## config.mk

```make
export PLATFORM = sky130hd
export DESIGN_NAME = smb_strap_client
export DESIGN_NICKNAME = d
export VERILOG_FILES = /design/src/rtl/smbc_pkg.sv /design/src/rtl/smbc_sync.sv /design/src/rtl/smbc_cond.sv /design/src/rtl/smbc_addr_sel.sv /design/src/rtl/smbc_link.sv /design/src/rtl/smb_strap_client.sv
export SDC_FILE = /design/constraint.sdc
export NUM_CORES = 1
export LEC_CHECK = 0
export BUFFER_PORTS_ARGS = -buffer_cell sky130_fd_sc_hd__buf_2
export CAP_MARGIN = 5
export CORE_AREA = 2 2 77 79
export CTS_BUF_LIST = sky130_fd_sc_hd__clkbuf_8
export DETAILED_ROUTE_END_ITERATION = 8
export DIE_AREA = 0 0 79 81
export PLACE_DENSITY = 0.79
export SYNTH_ARGS = -nofsm -noshare
export SYNTH_HDL_FRONTEND = slang
export SYNTH_SLANG_ARGS = --single-unit
```

## constraint.sdc

```tcl
create_clock -name clk -period 4.9 [get_ports clk]
set_input_delay 0.49 -clock clk [delete_from_list [all_inputs] [get_ports clk]]
set_output_delay 0.49 -clock clk [all_outputs]
set_load 0.01 [all_outputs]
```

## src/rtl/smbc_pkg.sv

```systemverilog
package smbc_pkg;
  localparam int BYTE_W = 8;
  localparam int ADR_W  = 7;
  localparam int STRAP_W = 3;

  typedef enum logic [2:0] {
    ST_IDLE, ST_RX, ST_ACK, ST_TX, ST_RACK, ST_SKIP
  } link_st_t;

  function automatic logic [ADR_W-1:0] strap_addr(input logic [STRAP_W-1:0] code);
    case (code)
      3'd0: strap_addr = 7'h4C;
      3'd1: strap_addr = 7'h4D;
      3'd2: strap_addr = 7'h4E;
      3'd3: strap_addr = 7'h4F;
      3'd4: strap_addr = 7'h49;
      3'd5: strap_addr = 7'h4A;
      3'd6: strap_addr = 7'h4B;
      default: strap_addr = 7'h18;
    endcase
  endfunction
endpackage

```

## src/rtl/smbc_sync.sv

```systemverilog
module smbc_sync #(
  parameter int W      = 2,
  parameter int STAGES = 2
) (
  input  logic         clk,
  input  logic         rst_n,
  input  logic [W-1:0] d,
  output logic [W-1:0] q
);
  logic [W-1:0] chain [STAGES];

  generate
    for (genvar i = 0; i < STAGES; i++) begin : g_stage
      if (i == 0) begin : g_first
        always_ff @(posedge clk or negedge rst_n)
          if (!rst_n) chain[0] <= '1;
          else        chain[0] <= d;
      end else begin : g_next
        always_ff @(posedge clk or negedge rst_n)
          if (!rst_n) chain[i] <= '1;
          else        chain[i] <= chain[i-1];
      end
    end
  endgenerate

  assign q = chain[STAGES-1];
endmodule

```

## src/rtl/smbc_cond.sv

```systemverilog
module smbc_cond #(
  parameter int IDLE_CYC = 1024
) (
  input  logic clk,
  input  logic rst_n,
  input  logic scl_s,
  input  logic sda_s,
  output logic scl_rise,
  output logic scl_fall,
  output logic start_det,
  output logic stop_det,
  output logic idle_to
);
  localparam int IW = $clog2(IDLE_CYC + 1);

  logic          scl_q, sda_q;
  logic [IW-1:0] hi_cnt;

  always_ff @(posedge clk or negedge rst_n)
    if (!rst_n) begin
      scl_q <= 1'b1;
      sda_q <= 1'b1;
    end else begin
      scl_q <= scl_s;
      sda_q <= sda_s;
    end

  assign scl_rise  = !scl_q && scl_s;
  assign scl_fall  = scl_q && !scl_s;
  assign start_det = scl_q && scl_s && sda_q && !sda_s;
  assign stop_det  = scl_q && scl_s && !sda_q && sda_s;

  always_ff @(posedge clk or negedge rst_n)
    if (!rst_n)                       hi_cnt <= '0;
    else if (!scl_s)                  hi_cnt <= '0;
    else if (hi_cnt != IW'(IDLE_CYC)) hi_cnt <= hi_cnt + 1'b1;

  assign idle_to = scl_s && (hi_cnt == IW'(IDLE_CYC - 1));
endmodule

```

## src/rtl/smbc_addr_sel.sv

```systemverilog
module smbc_addr_sel
  import smbc_pkg::*;
(
  input  logic               clk,
  input  logic               rst_n,
  input  logic [STRAP_W-1:0] strap_i,
  output logic [ADR_W-1:0]   own_addr,
  output logic               addr_locked
);
  logic [STRAP_W-1:0] code_q;

  always_ff @(posedge clk or negedge rst_n)
    if (!rst_n) begin
      code_q      <= '0;
      addr_locked <= 1'b0;
    end else if (!addr_locked) begin
      code_q      <= strap_i;
      addr_locked <= 1'b1;
    end

  assign own_addr = strap_addr(code_q);
endmodule

```

## src/rtl/smbc_link.sv

```systemverilog
module smbc_link
  import smbc_pkg::*;
(
  input  logic              clk,
  input  logic              rst_n,
  input  logic              scl_rise,
  input  logic              scl_fall,
  input  logic              sda_s,
  input  logic              start_det,
  input  logic              stop_det,
  input  logic              idle_to,
  input  logic [ADR_W-1:0]  own_addr,
  input  logic [BYTE_W-1:0] reg_rdata,
  output logic              sda_oe,
  output logic [BYTE_W-1:0] reg_ptr,
  output logic [BYTE_W-1:0] reg_wdata,
  output logic              reg_we
);
  localparam int CW = $clog2(BYTE_W + 1);

  link_st_t          st;
  logic [CW-1:0]     cnt;
  logic [BYTE_W-1:0] sh, tx;
  logic              is_addr, rd_dir, have_ptr, nack;

  always_ff @(posedge clk or negedge rst_n)
    if (!rst_n) begin
      st <= ST_IDLE; cnt <= '0; sh <= '0; tx <= '0;
      is_addr <= 1'b0; rd_dir <= 1'b0; have_ptr <= 1'b0; nack <= 1'b0;
      sda_oe <= 1'b0; reg_ptr <= '0; reg_wdata <= '0; reg_we <= 1'b0;
    end else begin
      reg_we <= 1'b0;
      if (reg_we) reg_ptr <= reg_ptr + 1'b1;
      if (stop_det || idle_to) begin
        st     <= ST_IDLE;
        sda_oe <= 1'b0;
      end else if (start_det) begin
        st       <= ST_RX;
        is_addr  <= 1'b1;
        have_ptr <= 1'b0;
        cnt      <= '0;
        sda_oe   <= 1'b0;
      end else begin
        case (st)
          ST_RX: begin
            if (scl_rise) begin
              sh  <= {sh[BYTE_W-2:0], sda_s};
              cnt <= cnt + 1'b1;
            end else if (scl_fall && cnt == CW'(BYTE_W)) begin
              cnt <= '0;
              if (is_addr) begin
                if (sh[BYTE_W-1:1] == own_addr) begin
                  rd_dir  <= sh[0];
                  is_addr <= 1'b0;
                  sda_oe  <= 1'b1;
                  st      <= ST_ACK;
                end else begin
                  st <= ST_SKIP;
                end
              end else begin
                if (!have_ptr) begin
                  reg_ptr  <= sh;
                  have_ptr <= 1'b1;
                end else begin
                  reg_wdata <= sh;
                  reg_we    <= 1'b1;
                end
                sda_oe <= 1'b1;
                st     <= ST_ACK;
              end
            end
          end
          ST_ACK: begin
            if (scl_fall) begin
              cnt <= '0;
              if (rd_dir) begin
                tx      <= reg_rdata;
                sda_oe  <= ~reg_rdata[BYTE_W-1];
                reg_ptr <= reg_ptr + 1'b1;
                st      <= ST_TX;
              end else begin
                sda_oe <= 1'b0;
                st     <= ST_RX;
              end
            end
          end
          ST_TX: begin
            if (scl_rise) begin
              cnt <= cnt + 1'b1;
            end else if (scl_fall) begin
              if (cnt == CW'(BYTE_W)) begin
                sda_oe <= 1'b0;
                st     <= ST_RACK;
              end else begin
                tx     <= {tx[BYTE_W-2:0], 1'b0};
                sda_oe <= ~tx[BYTE_W-2];
              end
            end
          end
          ST_RACK: begin
            if (scl_rise) begin
              nack <= sda_s;
            end else if (scl_fall) begin
              cnt <= '0;
              if (nack) begin
                st <= ST_SKIP;
              end else begin
                tx      <= reg_rdata;
                sda_oe  <= ~reg_rdata[BYTE_W-1];
                reg_ptr <= reg_ptr + 1'b1;
                st      <= ST_TX;
              end
            end
          end
          default: ;
        endcase
      end
    end
endmodule

```

## src/rtl/smb_strap_client.sv

```systemverilog
module smb_strap_client
  import smbc_pkg::*;
#(
  parameter int SYNC_STAGES = 2,
  parameter int IDLE_CYC    = 1024
) (
  input  logic               clk,
  input  logic               rst_n,
  input  logic [STRAP_W-1:0] strap_i,
  input  logic               scl_i,
  input  logic               sda_i,
  output logic               sda_oe,
  output logic [BYTE_W-1:0]  reg_ptr,
  output logic [BYTE_W-1:0]  reg_wdata,
  output logic               reg_we,
  input  logic [BYTE_W-1:0]  reg_rdata
);
  logic             scl_s, sda_s;
  logic             scl_rise, scl_fall, start_det, stop_det, idle_to;
  logic [ADR_W-1:0] own_addr;
  logic             addr_locked;

  smbc_sync #(.W(2), .STAGES(SYNC_STAGES)) u_sync (
    .clk(clk), .rst_n(rst_n), .d({scl_i, sda_i}), .q({scl_s, sda_s})
  );

  smbc_cond #(.IDLE_CYC(IDLE_CYC)) u_cond (
    .clk(clk), .rst_n(rst_n), .scl_s(scl_s), .sda_s(sda_s),
    .scl_rise(scl_rise), .scl_fall(scl_fall),
    .start_det(start_det), .stop_det(stop_det), .idle_to(idle_to)
  );

  smbc_addr_sel u_addr (
    .clk(clk), .rst_n(rst_n), .strap_i(strap_i),
    .own_addr(own_addr), .addr_locked(addr_locked)
  );

  smbc_link u_link (
    .clk(clk), .rst_n(rst_n), .scl_rise(scl_rise), .scl_fall(scl_fall),
    .sda_s(sda_s), .start_det(start_det), .stop_det(stop_det),
    .idle_to(idle_to), .own_addr(own_addr), .reg_rdata(reg_rdata),
    .sda_oe(sda_oe), .reg_ptr(reg_ptr), .reg_wdata(reg_wdata), .reg_we(reg_we)
  );
endmodule

```

**After elaboration in Yosys (flattened, before gate mapping)**

Cells that the tools add are included.

- Word-level logic and storage cells: 176
- Register bits after elaboration: 65
- Output and inout bits: 18
- Bits of input ports: 15

- Reductions and logical operators: 30
- Add/sub/neg operators: 3
- Bitwise operators: 6
- Equality and inequality tests: 38
- Multiplexer cells: 80

Operators with widths:

| cell | count |
|---|---|
| two-way mux 8 bit | 12 |
| two-way mux 7 bit | 8 |
| case mux 7 bit (7 select lines) | 1 |
| two-way mux 3 bit | 13 |
| two-way mux 1 bit | 32 |
| two-way mux 4 bit | 6 |
| case mux 8 bit (3 select lines) | 1 |
| two-way mux 11 bit | 2 |
| case mux 7 bit (3 select lines) | 1 |
| inequality test 4 x 2 -> 1 bit, second input constant | 5 |
| inequality test 4 x 3 -> 1 bit, second input constant | 4 |
| case mux 4 bit (4 select lines) | 1 |
| AND reduction 7 bit | 2 |
| == test 3 x 2 -> 1 bit, second input constant | 4 |
| == test 3 bit, second input constant | 4 |
| inequality test 2 x 1 -> 1 bit, second input constant | 6 |
| case mux 3 bit (4 select lines) | 1 |
| AND reduction 4 bit | 3 |
| adder 11 x 1 -> 11 bit, second input constant | 1 |
| == test 11 x 10 -> 1 bit, second input constant | 1 |
| inequality test 11 bit, second input constant | 1 |
| AND reduction 11 bit | 1 |
| inequality test 2 bit, second input constant | 5 |
| AND reduction 10 bit | 1 |
| other kinds (21) | 41 |

**Depth between registers and ports, before layout**

- Depth in word-level cells: 10
- Gate-level depth with buffers: 8
- Gate-level depth less buffers: 8

**Hierarchy**

Synthesis repeated with hierarchy kept, for this count alone.

- Cells, all modules: 362
- Area total of the unflattened synthesis: 3,619.7 um2

By module, submodules not included:

| module | times used | cells an instance | seq. area each (um2) | area an instance (um2) |
|---|---|---|---|---|
| smbc_link | 1 | 271 | 1,101.1 | 2,642.5 |
| smbc_cond | 1 | 68 | 327.8 | 666.9 |
| smbc_addr_sel | 1 | 17 | 100.1 | 190.2 |
| smbc_sync | 1 | 6 | 105.1 | 120.1 |

**Worst setup path before layout**

Ideal clock, no wire load.

- Path type: register to register
- Start: register u_cond.hi_cnt[0]
- End: register u_link.sh[0]
- Library setup time: 0.125 ns
- Period minus slack after synthesis: 2.125 ns
- Path slack: 2.775 ns
- Data arrival time: 2.001 ns
- Required time: 4.775 ns
- Stages on the path, launching flop included: 8
- Buffers on the path: 0
- Cell sequence: dfrtp_1 > ha_1 > nand3_1 > nor4_2 > o21ai_1 > inv_1 > nor3_2 > mux2_2

- Word-level cells in the longest chain between the ends: 5

Ends and longest elaborated chain:

| what | line | text |
|---|---|---|
| start, declared | smbc_cond.sv:17 | `logic [IW-1:0] hi_cnt;` |
| start signal, assigned | smbc_cond.sv:36 | `else if (hi_cnt != IW'(IDLE_CYC)) hi_cnt <= hi_cnt + 1'b1;` |
| == test 11 x 10 -> 1 bit | smbc_cond.sv:38 | `assign idle_to = scl_s && (hi_cnt == IW'(IDLE_CYC - 1));` |
| logical AND 1 bit | smbc_cond.sv:38 |  |
| logical OR 1 bit | smbc_link.sv:34 | `if (stop_det \|\| idle_to) begin` |
| NOT 1 bit (no line) | -- |  |
| AND reduction 4 bit (no line) | -- |  |
| end signal, assigned | smbc_link.sv:47 | `sh <= {sh[BYTE_W-2:0], sda_s};` |
| end, declared | smbc_link.sv:23 | `logic [BYTE_W-1:0] sh, tx;` |

No other way between the ends.
A chain may end at the register's enable or synchronous reset.

**Worst setup path in the final report**

- Start: register u_link.st[0]
- End: register u_link.reg_ptr[6]

- Word-level cells in the longest chain between the ends: 4
- Elaborated cells between the ends (all ways): 6
- Classes of those cells: eq/ne (3); mux (3)

Ends and longest elaborated chain:

| what | line | text |
|---|---|---|
| start, declared | smbc_link.sv:21 | `link_st_t st;` |
| start signal, assigned | smbc_link.sv:28 | `st <= ST_IDLE; cnt <= '0; sh <= '0; tx <= '0;` |
| start signal, assigned | smbc_link.sv:35 | `st <= ST_IDLE;` |
| start signal, assigned | smbc_link.sv:38 | `st <= ST_RX;` |
| == test 3 bit (tied with other cells) | smbc_link.sv:44 | `case (st)` |
| case mux 8 bit (3 select lines) (*) | smbc_link.sv:44 |  |
| two-way mux 8 bit (*) | smbc_link.sv:37 | `end else if (start_det) begin` |
| two-way mux 8 bit (*) | smbc_link.sv:34 |  |
| end signal, assigned | smbc_link.sv:33 | `if (reg_we) reg_ptr <= reg_ptr + 1'b1;` |
| end signal, assigned | smbc_link.sv:62 | `reg_ptr <= sh;` |
| end signal, assigned | smbc_link.sv:79 | `reg_ptr <= reg_ptr + 1'b1;` |
| end, declared | smbc_link.sv:15 | `output logic [BYTE_W-1:0] reg_ptr,` |

Every way passes the cells marked *; elsewhere a longest branch is shown, timed or not.

==> results.sh <==
export IMPL_status="complete, no violations"
export IMPL_dp_hpwl_mm=4.39
export IMPL_combPwrFrac_pct=20.4
export IMPL_drv_slew=0
export IMPL_power_leakage_uw=0.00175
export IMPL_fillers=462
export IMPL_min_period_ns=2.53
export IMPL_die_h_um=81
export IMPL_clk_pin_slew_ns=0.07
export IMPL_yosysWarnings=0
export IMPL_grt_pass1_vias=2340
export IMPL_synth_most_common_cell="dfrtp_1"
export IMPL_viasPerCell=5.69
export IMPL_cts_tree="yes"
export IMPL_synth_cells=307
export IMPL_finClkSkew_ns=0.00524
export IMPL_yosysSeqAreaShare_pct=50.6
export IMPL_setup_viol=0
export IMPL_holdCritPathClass="input port to flip-flop"
export IMPL_io_pins=33
export IMPL_synthesis_area_um2=3230
export IMPL_drc_errors=0
export IMPL_crit_required_ns=5.10
export IMPL_crit_arrival_ns=2.73
export IMPL_post_cts_buffers=0
export IMPL_cts_buffers_inserted=9
export IMPL_tightestPinTransition_ns=0.802
export IMPL_cts_root_buf="clkbuf_8"
export IMPL_overflow=0
export IMPL_hold_viol_final=0
export IMPL_final_core_util_pct=64.9
export IMPL_p_per_area_nw_per_um2=422
export IMPL_insertion_delay_ns=0.35
export IMPL_ys_ff_latch=65
export IMPL_grt_pass1_wl_mm=10.9
export IMPL_ys_flop_type="dfrtp_1"
export IMPL_synth_top_area_share_pct=45.7
export IMPL_drive_above_1_share_pct=24.0
export IMPL_syn_to_final_growth_pct=14.1
export IMPL_htree_levels=3
export IMPL_crit_type="flip-flop to flip-flop"
export IMPL_internal_power_uw=1060
export IMPL_drt_pass1_iter_count=4
export IMPL_syn_area_per_cell_um2=10.5
export IMPL_antenna_found_initial=0
export IMPL_clockBufferDepth=2
export IMPL_fin_nets=365
export IMPL_fp_coreArea_um2=5680
export IMPL_synth_area_leaders="dfrtp_1 46%, mux2_2 7.7%, dfstp_2 4.9%, nand2_1 3.7%, xor2_1 3.3%"
export IMPL_drv_cap=0
export IMPL_placed_cells=409
export IMPL_period_share_pct=51.6
export IMPL_cts_resized=0
export IMPL_vias=2419
export IMPL_rsz0062_at_grt="no"
export IMPL_max_freq_mhz=396
export IMPL_pwr_share_clk_pct=31.9
export IMPL_slew_headroom_pct=46.3
export IMPL_synth_distinct_cells=54
export IMPL_synth_common_cells="59 x dfrtp_1, 32 x nand2_1, 22 x mux2_2, 22 x nor2_1, 20 x o21ai_0"
export IMPL_irDropWorstVdd_v=0.000250
export IMPL_sw_frac_of_total_pct=31.8
export IMPL_power_frac_seq_pct=47.7
export IMPL_grt_use_total_pct=22.0
export IMPL_grt_max_degree=66
export IMPL_initial_core_util_pct=56.9
export IMPL_die_w_um=79
export IMPL_crit_path_start_kind="flip-flop"
export IMPL_synth_edf_count=0
export IMPL_drt_iter0_markers=168
export IMPL_hold_buffers=0
export IMPL_routed_wirelength_mm=6.42
export IMPL_synth_largest_area_cell="dfrtp_1"
export IMPL_synth_async_reset_ratio_pct=100
export IMPL_antennaDiodeCount=0
export IMPL_wl_per_cell_um=15.1
export IMPL_place_congestion=0.888
export IMPL_instances_no_fill=425
export IMPL_finalSetupTns_ns=0
export IMPL_synthesis_nets=327
export IMPL_postRouteAntennaNets=0
export IMPL_cts_sinks=65
export IMPL_crit_path_end_kind="flip-flop"
export IMPL_power_switching_uw=494
export IMPL_die_area_um2=6400
export IMPL_portBuffers=32
export IMPL_crit_fanout=17
export IMPL_row_count=28
==> critical path, stage by stage (launching register included) <==
cell and delay (ns):
dfrtp_1 0.56, or3b_1 0.51, nor4b_4 0.67, o21bai_1 0.21, a21oi_1 0.12, nor4_1 0.19
o31ai_1 0.11
==> cell usage in the layout (no fill, tap or decap), drive strengths merged, types with 7 or more instances in the layout <==
| master | count |
|---|---|
| nand2 | 32 |
| nand3 | 13 |
| inv | 11 |
| mux2i | 8 |
| a21oi | 12 |
| o21ai | 23 |
| nor2 | 22 |
| xor2 | 12 |
| buf | 33 |
| dfrtp | 59 |
| clkbuf | 9 |
| xnor2 | 7 |
| mux2 | 22 |
==> cells by family after synthesis <==
group                    Yosys count  share of synthesized area [%]
buffers and inverters             18                           2.21
AND/OR/NAND/NOR                  109                           18.1
XOR/XNOR                          19                           5.15
flip-flops                        65                           50.6
multiplexers                      30                           10.2
other                              1                          0.116
adder cells (fa/ha/maj)            5                           1.94
AO/OA/AOI/OAI                     60                           11.7
==> layer usage <==
metal	track usage, %	vias up	wire length, um
met4	9.83	0	174
li1	-	1169	-
met2	34.7	69	3050
met5	0	-	0
met3	5.89	19	277
met1	28.9	1162	2920
==> final timing paths <==
kind,start,end,slack [ns],cells after the start
worst max register to register,u_link.st[0],u_link.reg_ptr[6],2.37,6
max in group asynchronous,rst_n,u_link.tx[0],4.08,2
worst min register to register,u_sync.chain[2],u_sync.q[0],0.36,0
worst min-delay path,sda_i,u_sync.chain[2],0.24,1
min in group asynchronous,rst_n,u_cond.hi_cnt[3],0.30,2
worst max-delay path,u_link.st[0],u_link.reg_ptr[6],2.37,6
==> stage by stage <==
step	power, uW	instance area, um2	hold slack (ns)	worst slack [ns]
final	1550	3680	0.237	2.37
after global routing	1640	3680	0.222	2.14
after CTS	1560	3680	0.225	2.39
after detailed placement	1060	3460	0.348	2.43
after global placement	1050	3460	0.346	2.50
after floorplan	955	3230	0.194	2.77
==> cell type report <==
| class | instances | area [um2] | share of cell area (%) |
|---|---|---|---|
| Clock buffer | 9 | 124 | 3.36 |
| Clock inverter | 7 | 95.1 | 2.58 |
| Inverter | 12 | 45.0 | 1.22 |
| Multi-Input combinational cell | 224 | 1520 | 41.4 |
| Sequential cell | 65 | 1630 | 44.4 |
| Tap cell | 75 | 93.8 | 2.55 |
| Timing Repair Buffer | 33 | 168 | 4.55 |
==> sequential cells by signal (all words and copies together) (netlist names), 3 cells and up <==
signal and count:
u_link.st 3, u_link.cnt 4, u_link.tx 7, u_link.reg_ptr 8, u_link.reg_wdata 8, u_cond.hi_cnt 11, u_addr.code_q 3, u_link.sh 8
==> power groups by stage <==
| stage | registers, uW | clock network (uW) | logic [uW] |
|---|---|---|---|
| final | 741 | 496 | 317 |
| after global routing | 756 | 525 | 356 |
| after CTS | 738 | 506 | 317 |
| after detailed placement | 746 | 0 | 314 |
| after global placement | 742 | 0 | 306 |
| after floorplan | 701 | 0 | 255 |
No activity file was read; power rests on OpenSTA's default activity.
